## src/rtl/cam_seq_pkg.sv

```systemverilog
package cam_seq_pkg;

    typedef enum logic [3:0] {
        S_BOOT,
        S_OFF,
        S_PWR_RST,
        S_SETTLE,
        S_RD_REQ,
        S_RD_WAIT,
        S_ID_CHECK,
        S_TBL_FETCH,
        S_TBL_WR,
        S_TBL_WAIT,
        S_TBL_DELAY,
        S_FIN,
        S_IDLE,
        S_FAIL
    } seq_state_t;

    localparam int TBL_LEN = 8;
    localparam int MS_W    = 8;
    localparam logic [7:0] DELAY_MARK = 8'hFF;

    typedef struct packed {
        logic [7:0] addr;
        logic [7:0] data;
    } tbl_entry_t;

    // Register order for the identity and revision reads
    function automatic logic [7:0] id_reg_addr(input logic [1:0] k);
        case (k)
            2'd0:    return 8'h1C;
            2'd1:    return 8'h1D;
            2'd2:    return 8'h0A;
            default: return 8'h0B;
        endcase
    endfunction

endpackage

```

## src/rtl/cam_ms_timer.sv

```systemverilog
module cam_ms_timer #(
    parameter int CLK_PER_MS = 250000,
    parameter int MS_W       = 8
) (
    input  logic            clk,
    input  logic            rst_n,
    input  logic            load,
    input  logic [MS_W-1:0] ms,
    output logic            expire
);
    localparam int PRE_W = (CLK_PER_MS > 1) ? $clog2(CLK_PER_MS) : 1;
    localparam logic [PRE_W-1:0] PRE_LAST = PRE_W'(CLK_PER_MS - 1);

    logic             busy;
    logic [MS_W-1:0]  ms_left;
    logic [PRE_W-1:0] pre;
    logic             at_tick;

    assign at_tick = (pre == PRE_LAST);
    assign expire  = busy && ((ms_left == '0) ||
                              (ms_left == MS_W'(1) && at_tick));

    always_ff @(posedge clk or negedge rst_n) begin
        if (!rst_n) begin
            busy    <= 1'b0;
            ms_left <= '0;
            pre     <= '0;
        end else if (load) begin
            busy    <= 1'b1;
            ms_left <= ms;
            pre     <= '0;
        end else if (busy) begin
            if (expire) begin
                busy <= 1'b0;
            end else if (at_tick) begin
                pre     <= '0;
                ms_left <= ms_left - MS_W'(1);
            end else begin
                pre <= pre + PRE_W'(1);
            end
        end
    end
endmodule

```

## src/rtl/cam_init_rom.sv

```systemverilog
module cam_init_rom
    import cam_seq_pkg::*;
#(
    parameter int IDX_W = 3
) (
    input  logic [IDX_W-1:0] idx,
    output tbl_entry_t       entry
);
    always_comb begin
        case (int'(idx))
            0:       entry = '{addr: 8'h12, data: 8'h80};  // soft reset
            1:       entry = '{addr: DELAY_MARK, data: 8'd10};
            2:       entry = '{addr: 8'h11, data: 8'h80};
            3:       entry = '{addr: 8'h3B, data: 8'h09};
            4:       entry = '{addr: DELAY_MARK, data: 8'd2};
            5:       entry = '{addr: 8'h13, data: 8'hE5};
            6:       entry = '{addr: 8'h15, data: 8'h20};
            7:       entry = '{addr: 8'h3A, data: 8'h0D};
            default: entry = '{addr: DELAY_MARK, data: 8'd0};
        endcase
    end
endmodule

```

## src/rtl/cam_bringup_seq.sv

```systemverilog
module cam_bringup_seq
    import cam_seq_pkg::*;
#(
    parameter int          CLK_PER_MS = 250000,
    parameter int          RESET_MS   = 100,
    parameter int          SETTLE_MS  = 10,
    parameter logic [15:0] ID_EXPECT  = 16'h7FA2
) (
    input  logic        clk,
    input  logic        rst_n,
    input  logic [1:0]  level,
    input  logic        pwr_down,
    output logic        pwr_en,
    output logic        sen_rst,
    output logic        bus_oe,
    output logic        bus_req,
    output logic        bus_rd,
    output logic [7:0]  bus_addr,
    output logic [7:0]  bus_wdata,
    input  logic        bus_done,
    input  logic [7:0]  bus_rdata,
    output logic        seq_done,
    output logic        seq_pass,
    output logic        seq_fail,
    output logic [15:0] ident,
    output logic [15:0] revision
);
    localparam int IDX_W = $clog2(TBL_LEN);
    localparam logic [IDX_W-1:0] IDX_LAST = IDX_W'(TBL_LEN - 1);

    seq_state_t       state, nxt;
    logic [1:0]       level_q;
    logic [1:0]       rd_idx;
    logic [IDX_W-1:0] tbl_idx;
    tbl_entry_t       entry;
    logic             tmr_load, tmr_expire;
    logic [MS_W-1:0]  tmr_ms;
    logic             lvl_chg;
    logic             pwr_on, rst_on;

    cam_ms_timer #(
        .CLK_PER_MS(CLK_PER_MS),
        .MS_W      (MS_W)
    ) u_timer (
        .clk   (clk),
        .rst_n (rst_n),
        .load  (tmr_load),
        .ms    (tmr_ms),
        .expire(tmr_expire)
    );

    cam_init_rom #(.IDX_W(IDX_W)) u_rom (
        .idx  (tbl_idx),
        .entry(entry)
    );

    // State register
    always_ff @(posedge clk or negedge rst_n) begin
        if (!rst_n) begin
            state   <= S_BOOT;
            level_q <= 2'b00;
        end else begin
            state   <= nxt;
            level_q <= level;
        end
    end

    // Next state and timer control
    always_comb begin
        nxt      = state;
        tmr_load = 1'b0;
        tmr_ms   = '0;
        lvl_chg  = (level != level_q) && (state != S_BOOT) && (state != S_OFF);
        if (pwr_down) begin
            nxt = S_OFF;
        end else if (lvl_chg || state == S_BOOT || state == S_OFF) begin
            nxt      = S_PWR_RST;
            tmr_load = 1'b1;
            tmr_ms   = MS_W'(RESET_MS);
        end else begin
            unique case (state)
                S_PWR_RST: if (tmr_expire) begin
                    nxt      = S_SETTLE;
                    tmr_load = 1'b1;
                    tmr_ms   = MS_W'(SETTLE_MS);
                end
                S_SETTLE:  if (tmr_expire) nxt = S_RD_REQ;
                S_RD_REQ:  nxt = S_RD_WAIT;
                S_RD_WAIT: if (bus_done) begin
                    if (rd_idx == 2'd1)      nxt = S_ID_CHECK;
                    else if (rd_idx == 2'd3) nxt = S_TBL_FETCH;
                    else                     nxt = S_RD_REQ;
                end
                S_ID_CHECK: nxt = (ident == ID_EXPECT) ? S_RD_REQ : S_FAIL;
                S_TBL_FETCH: begin
                    if (entry.addr == DELAY_MARK) begin
                        nxt      = S_TBL_DELAY;
                        tmr_load = 1'b1;
                        tmr_ms   = MS_W'(entry.data);
                    end else begin
                        nxt = S_TBL_WR;
                    end
                end
                S_TBL_WR:   nxt = S_TBL_WAIT;
                S_TBL_WAIT: if (bus_done)
                    nxt = (tbl_idx == IDX_LAST) ? S_FIN : S_TBL_FETCH;
                S_TBL_DELAY: if (tmr_expire)
                    nxt = (tbl_idx == IDX_LAST) ? S_FIN : S_TBL_FETCH;
                S_FIN:      nxt = S_IDLE;
                default:    nxt = state;
            endcase
        end
    end

    // Datapath: read indices, table index, captured words
    always_ff @(posedge clk or negedge rst_n) begin
        if (!rst_n) begin
            rd_idx   <= '0;
            tbl_idx  <= '0;
            ident    <= '0;
            revision <= '0;
        end else if (state == S_PWR_RST) begin
            rd_idx   <= '0;
            tbl_idx  <= '0;
            ident    <= '0;
            revision <= '0;
        end else begin
            if (state == S_RD_WAIT && bus_done) begin
                rd_idx <= rd_idx + 2'd1;
                case (rd_idx)
                    2'd0: ident[15:8]    <= bus_rdata;
                    2'd1: ident[7:0]     <= bus_rdata;
                    2'd2: revision[15:8] <= bus_rdata;
                    default: revision[7:0] <= bus_rdata;
                endcase
            end
            if ((state == S_TBL_WAIT && bus_done) ||
                (state == S_TBL_DELAY && tmr_expire)) begin
                tbl_idx <= tbl_idx + IDX_W'(1);
            end
        end
    end

    // Outputs decoded from state
    always_comb begin
        pwr_on    = (state != S_BOOT) && (state != S_OFF);
        rst_on    = (state == S_PWR_RST);
        pwr_en    = pwr_on ? level_q[0] : ~level_q[0];
        sen_rst   = rst_on ? ~level_q[1] : level_q[1];
        bus_oe    = pwr_on && !rst_on;
        bus_req   = (state == S_RD_REQ) || (state == S_TBL_WR);
        bus_rd    = (state == S_RD_REQ);
        bus_addr  = 8'h00;
        bus_wdata = 8'h00;
        if (state == S_RD_REQ) begin
            bus_addr = id_reg_addr(rd_idx);
        end else if (state == S_TBL_WR) begin
            bus_addr  = entry.addr;
            bus_wdata = entry.data;
        end
        seq_done = (state == S_FIN);
        seq_pass = (state == S_FIN) || (state == S_IDLE);
        seq_fail = (state == S_FAIL);
    end
endmodule

```

## config.mk

```make
export PLATFORM = sky130hd
export DESIGN_NAME = cam_bringup_seq
export DESIGN_NICKNAME = d
export VERILOG_FILES = /design/src/rtl/cam_seq_pkg.sv /design/src/rtl/cam_ms_timer.sv /design/src/rtl/cam_init_rom.sv /design/src/rtl/cam_bringup_seq.sv
export SDC_FILE = /design/constraint.sdc
export NUM_CORES = 1
export LEC_CHECK = 0
export BUFFER_PORTS_ARGS = -buffer_cell sky130_fd_sc_hd__buf_2
export CORE_MARGIN = 4
export CORE_UTILIZATION = 57
export CTS_CLUSTER_DIAMETER = 40
export DETAILED_ROUTE_END_ITERATION = 8
export GPL_TIMING_DRIVEN = 0
export PLACE_DENSITY = 0.8
export SLEW_MARGIN = 20
export SYNTH_ARGS = -nofsm -noshare
export SYNTH_HDL_FRONTEND = slang
export SYNTH_SLANG_ARGS = --single-unit
```

## constraint.sdc

```tcl
create_clock -name clk -period 3.19 [get_ports clk]
set_input_delay 0.319 -clock clk [delete_from_list [all_inputs] [get_ports clk]]
set_output_delay 0.319 -clock clk [all_outputs]
set_load 0.1 [all_outputs]
```

# Word level (Yosys, flattened, before mapping)

Memories as Yosys holds them, arrays and structs flattened.
Index checks and enable logic that the tools add are counted.

Bits in registers: 70
ROM bits: 112
Input bits: 14
Output and inout bits: 56
Memories: 1

$add $sub $neg: 4
Equality and inequality tests: 30
Muxes and demuxes: 53
Bitwise operators: 2
Reductions and logical operators: 36

Memory list:

| name            | words | bits a word | rd ports | clocked after Yosys merged registers in | write ports | line               | source |
|---|---|---|---|---|---|---|---|
| (no name shown) | 8     | 14          | 1        | 0                                       | 0           | cam_init_rom.sv:10 | `case (int'(idx))` |

Operators by type and width:

| kind                                                   | number |
|---|---|
| 2-to-1 mux 8 bit                                       | 15 |
| 2-to-1 mux 18 bit                                      | 4 |
| 2-to-1 mux 16 bit                                      | 4 |
| 2-to-1 mux 4 bit                                       | 10 |
| one-hot mux 4 bit (10 select lines)                    | 1 |
| equality test 4 bit (second input constant)            | 6 |
| adder 18 x 1 -> 18 bit (second input constant)         | 1 |
| equality test 18 bit (second input constant)           | 1 |
| equality test 16 x 15 -> 1 bit (second input constant) | 1 |
| equality test 4 x 3 -> 1 bit (second input constant)   | 4 |
| != test 4 bit (second input constant)                  | 4 |
| one-hot mux 8 bit (2 select lines)                     | 1 |
| one-hot mux 5 bit (3 select lines)                     | 1 |
| nonzero test 2 bit                                     | 7 |
| nonzero test 12 bit                                    | 1 |
| 2-to-1 mux 2 bit                                       | 5 |
| AND reduction 2 bit                                    | 5 |
| logical AND 1 bit                                      | 9 |
| 2-to-1 mux 1 bit                                       | 9 |
| equality test 4 x 2 -> 1 bit (second input constant)   | 2 |
| equality test 8 x 1 -> 1 bit (second input constant)   | 1 |
| equality test 8 bit (second input constant)            | 1 |
| logical NOT 8 bit                                      | 1 |
| subtractor 8 x 1 -> 8 bit (second input constant)      | 1 |
| other kinds (22)                                       | 30 |

# Longest topological paths before layout

Depth in word-level cells: 10
Depth in mapped cells: 9
Mapped depth without buffers: 8

# Hierarchy

Synthesis repeated with hierarchy kept, for this count alone.

Cells, all modules: 504
Area, all modules: 4,410.5 sq um

By module, submodules not included:

| module          | times used | cells an instance | area each (sq um) |
|---|---|---|---|
| cam_bringup_seq | 1          | 293               | 2,532.4 |
| cam_ms_timer    | 1          | 181               | 1,635.3 |
| cam_init_rom    | 1          | 30                | 242.7 |

# Worst setup path after synthesis

OpenSTA, ideal clock, no wires.

Path type: flip-flop to output port
Start: register state[3]
End: output port bus_addr[7]
Data arrival time: 3,293 ps
Data required time: 2,871 ps
Setup slack: -422 ps
Cell stages (with the launch flop): 7
Cells stage by stage: dfrtp_1 -> clkbuf_1 -> nor2b_1 -> nand2_1 -> clkbuf_1 -> a21oi_1 -> buf_4

Word-level cells in the longest chain between the ends: 3

Ends and longest elaborated chain:

| item                   | line                   | source |
|---|---|---|
| start, declared        | cam_bringup_seq.sv:31  | `seq_state_t state, nxt;` |
| start signal, assigned | cam_bringup_seq.sv:63  | `state <= nxt;` |
| equality test 4 bit    | cam_bringup_seq.sv:157 | `end else if (state == S_TBL_WR) begin` |
| 2-to-1 mux 8 bit       | cam_bringup_seq.sv:157 |  |
| 2-to-1 mux 8 bit *     | cam_bringup_seq.sv:155 | `if (state == S_RD_REQ) begin` |
| end, declared          | cam_bringup_seq.sv:18  | `output logic [7:0] bus_addr,` |

Every way passes the cells marked *; elsewhere a longest branch is shown, timed or not.

# Final worst setup path

Start: register tbl_idx[0]
End: register u_timer.pre[9]

Word-level cells in the longest chain between the ends: 8

Ends and longest elaborated chain:

| item                                                                 | line                   | source |
|---|---|---|
| start, declared                                                      | cam_bringup_seq.sv:34  | `logic [IDX_W-1:0] tbl_idx;` |
| start signal, assigned                                               | cam_bringup_seq.sv:139 | `tbl_idx <= tbl_idx + IDX_W'(1);` |
| memory read (8 x 14 bit) *                                           | -                      |  |
| equality test 8 bit *                                                | cam_bringup_seq.sv:96  | `if (entry.addr == DELAY_MARK) begin` |
| 2-to-1 mux 1 bit *                                                   | cam_bringup_seq.sv:96  |  |
| one-hot mux 1 bit (2 select lines) *                                 | cam_bringup_seq.sv:81  | `unique case (state)` |
| 2-to-1 mux 1 bit *                                                   | cam_bringup_seq.sv:76  | `end else if (lvl_chg \|\| state == S_BOOT \|\| state == S_OFF) begin` |
| 2-to-1 mux 1 bit *                                                   | cam_bringup_seq.sv:74  | `if (pwr_down) begin` |
| != test 2 bit (no line) / nonzero test 2 bit (equally long branches) | -                      |  |
| AND reduction 2 bit (no line)                                        | -                      |  |
| end signal, assigned                                                 | cam_ms_timer.sv:39     | `pre <= pre + PRE_W'(1);` |
| end, declared                                                        | cam_ms_timer.sv:16     | `logic [PRE_W-1:0] pre;` |

Marked as above.
A chain may end at the register's enable or synchronous reset.

==> impl_results.md <==
- Yosys top cell by area: dfrtp_1
- Via density: 6.10
- Detailed-route DRC error count: 0
- Core Rows: 31
- Largest net degree at the start of global routing: 54
- CTS sink count: 70
- Initial antenna violation count: 0
- Grt ovf: 0
- CTS tree: built
- GRT Overall Usage: 26.7%
- RSZ-0062 raised after global routing: no
- Clk Latency, worst-skew pair: 0.35 ns
- WHS Path Cells: 1
- Min cycle time layout: 3.04 ns
- GR peak layer: met2
- CP required: 3.48 ns
- Post-route insts no fill: 690
- Max frequency: 329 MHz
- Synthesized area per cell: 8.44 um2
- Worst slew pin tran: 0.684 ns
- Reg2reg path depth: 8
- GPL Wtd Cong: 0.879
- Yosys warns: 0
- WL/cell: 16.8 um
- Clock-pin slew on the worst setup and hold paths: 0.08 ns
- Total power: 2340 uW
- Seq/Total Area, Yosys: 41.0%
- Most frequent cells in the layout: 76 x nand2_1, 70 x dfrtp_1, 68 x buf_2, 52 x nand3_1, 45 x a21oi_1
- RR Startpoint: tbl_idx[0]$_DFFE_PN0P_
- Leading cell type in the layout, fill and taps excluded: nand2_1
- Core area: 7250 um2
- Synth Flop Type: dfrtp_1
- Crit-path max FO: 10
- Final Hold Violating Endpoints: 0
- Routing usage on met1: 36.2%
- #FFs+latches synth: 70
- CP arrival: 3.33 ns
- Min-delay src: level[1]
- Setup slack, reg-to-reg: 0.15 ns
- Main area contributors after synthesis: dfrtp_1 41%, nand2_1 6.7%, nand3_1 6.1%, a21oi_1 5.4%, o21ai_0 4.2%
- Post-Layout Inst Area: 5010 um2
- FFs w/ async S/R, synth: 100%
- Setup Viol. Count Final: 0
- Post-synth EDFFs: 0
- Min-delay worst type: in -> reg
- Reg2reg end: u_timer.pre[9]$_DFFE_PN0P_
- # nets final: 614
- Post-CTS resize count: 0
- Die X: 94.5 um
- First-pass GRT wire length: 19000 um
- Initial DRC Count: 239
- Placed instance area: 4760 um2
- Cell variety after synth: 73
- Layout Area Growth over Synthesis: 17.3%
- Max-cap violations: 0
- Status: completed
- Pleak: 0.00232 uW
- Final Slew Violations: 0
- Total CTS buffers: 9
- Crit. End Element: flop
- IO buf count: 67
- IR drop worst, VDD: 355 uV
- Starting Density: 58.9%
- I/O pins: 70
- Vias after detailed routing: 4206
- Cell count after synthesis: 506
- Startpoint types: flop
- Final Skew: 0.00752 ns
- DRT Pass-1 Iters: 5
- Number of diodes: 0
- Slew headroom: 54.0%
- Maximum clock insertion buffer count: 2
- Post-synth top area share: 41.0%
- P per Cell Area: 467 nW/um2
- Routed WL: 11600 um
- Grt met2 use: 43.6%
- Die area: 8940 um2
- Clk root buf: clkbuf_8
- Die height: 94.5 um
- Hpwl dp: 8250 um
- M3 GR Usage: 4.78%
- Synth Cell Area: 4270 um2
- Placed Cells: 673
- Post-DRT Antenna Nets: 0
- H-tree depth: 3
- Setup CP Type: reg -> reg
- Number of global-route vias before repair: 3916
- Layout cells sized above 1: 19.8%
- Synthesized net count: 534
- Crit share post-route: 95.3%
- Min-Delay Endpoint: level_q[1]$_DFF_PN0_
[where the power goes]
| group | leakage (uW) | total [uW] | switching (uW) | internal (uW) |
|---|---|---|---|---|
| clock network | 0.000116 | 843 | 391 | 453 |
| registers | 0.000939 | 996 | 63.5 | 933 |
| logic | 0.00126 | 499 | 332 | 167 |
| total | 0.00232 | 2340 | 786 | 1550 |
[final cells by class]
class | count | area [um2]
buffer | 27 | 136
clock buffer | 9 | 124
clock inverter | 7 | 106
fill | 605 | 2240
inverter | 18 | 67.6
multi-input combinational | 391 | 2320
sequential | 70 | 1750
tap | 99 | 124
timing repair buffer | 69 | 375
[logic make-up (layout without fill, tap and decap cells)]
logic type / Yosys count / count (layout) / share of synthesized area [%]
compound gates: 127 / 127 / 18.2
xor+xnor: 5 / 5 / 1.03
fa+ha+maj: 14 / 14 / 4.10
buf+inv: 45 / 130 / 4.78
flops: 70 / 70 / 41.0
mux: 9 / 9 / 2.11
other cells: 1 / 1 / 0.0878
simple gates: 235 / 235 / 28.6
[metrics by stage]
step / hold slack, ns / worst slack [ns] / utilization (%) / TNS [ns]
after global routing: 0.100 / 0.00963 / 69.1 / 0
final: 0.0998 / 0.152 / 69.1 / 0
after floorplan: 0.0234 / -0.412 / - / -1.67
after detailed placement: 0.214 / 0.217 / 65.7 / 0
after CTS: 0.0972 / 0.176 / 69.0 / 0
after global placement: 0.453 / 0.218 / 65.2 / 0
[cells in the mapped netlist, types with 3 or more instances]
| library cell | instances |
|---|---|
| a21o_1 | 3 |
| a21oi_1 | 46 |
| a31oi_1 | 3 |
| and3_1 | 9 |
| and4_1 | 3 |
| buf_4 | 4 |
| clkbuf_1 | 18 |
| dfrtp_1 | 70 |
| ha_1 | 14 |
| inv_1 | 18 |
| mux2i_1 | 9 |
| nand2_1 | 76 |
| nand2b_1 | 5 |
| nand3_1 | 52 |
| nand4_1 | 4 |
| nor2_1 | 27 |
| nor2b_1 | 8 |
| nor3_1 | 11 |
| nor4_1 | 7 |
| o211ai_1 | 3 |
| o21ai_0 | 36 |
| o31ai_1 | 6 |
| or2_2 | 3 |
| or3_1 | 4 |
| or4_1 | 3 |
| xor2_1 | 3 |
[worst max path at each step]
| stage | startpoint | end | slack [ns] | depth (start not counted) |
|---|---|---|---|---|
| global placement | tbl_idx[0]$_DFFE_PN0P_ | u_timer.pre[9]$_DFFE_PN0P_ | 0.22 | 8 |
| finish | tbl_idx[0]$_DFFE_PN0P_ | u_timer.pre[9]$_DFFE_PN0P_ | 0.15 | 8 |
| global route | state[3]$_DFFE_PN0P_ | bus_addr[7] | 0.01 | 7 |
| floorplan | state[3]$_DFFE_PN0P_ | bus_wdata[2] | -0.41 | 5 |
| detailed placement | u_timer.ms_left[2]$_DFFE_PN0P_ | tbl_idx[1]$_DFFE_PN0P_ | 0.22 | 6 |
| CTS | u_timer.ms_left[2]$_DFFE_PN0P_ | tbl_idx[0]$_DFFE_PN0P_ | 0.18 | 6 |
[sequential cells by signal, summed over array words and instances, names as in the netlist]
register	cells
ident	16
level_q	2
rd_idx	2
revision	16
state	4
tbl_idx	3
u_timer.busy	1
u_timer.ms_left	8
u_timer.pre	18
[metal layers]
layer	vias to the layer above	wire length, um
li1	1965	-
met1	2057	5000
met2	156	5640
met3	28	720
met4	0	230
met5	-	0
[critical path: stages (launching register included)]
cell	delay (ns)
dfrtp_1	0.47
inv_1	0.17
ha_1	0.36
or3_1	0.38
o22ai_1	0.41
o2bb2ai_2	0.34
a21oi_2	0.09
or4_2	0.66
nand3_1	0.10
[timing repair]
item | CTS | global route
endpoints found under the hold margin | 17 | 0
setup buffers | 0 | 0
hold buffers | 1 | 0
(Power assumes the default switching activity.)
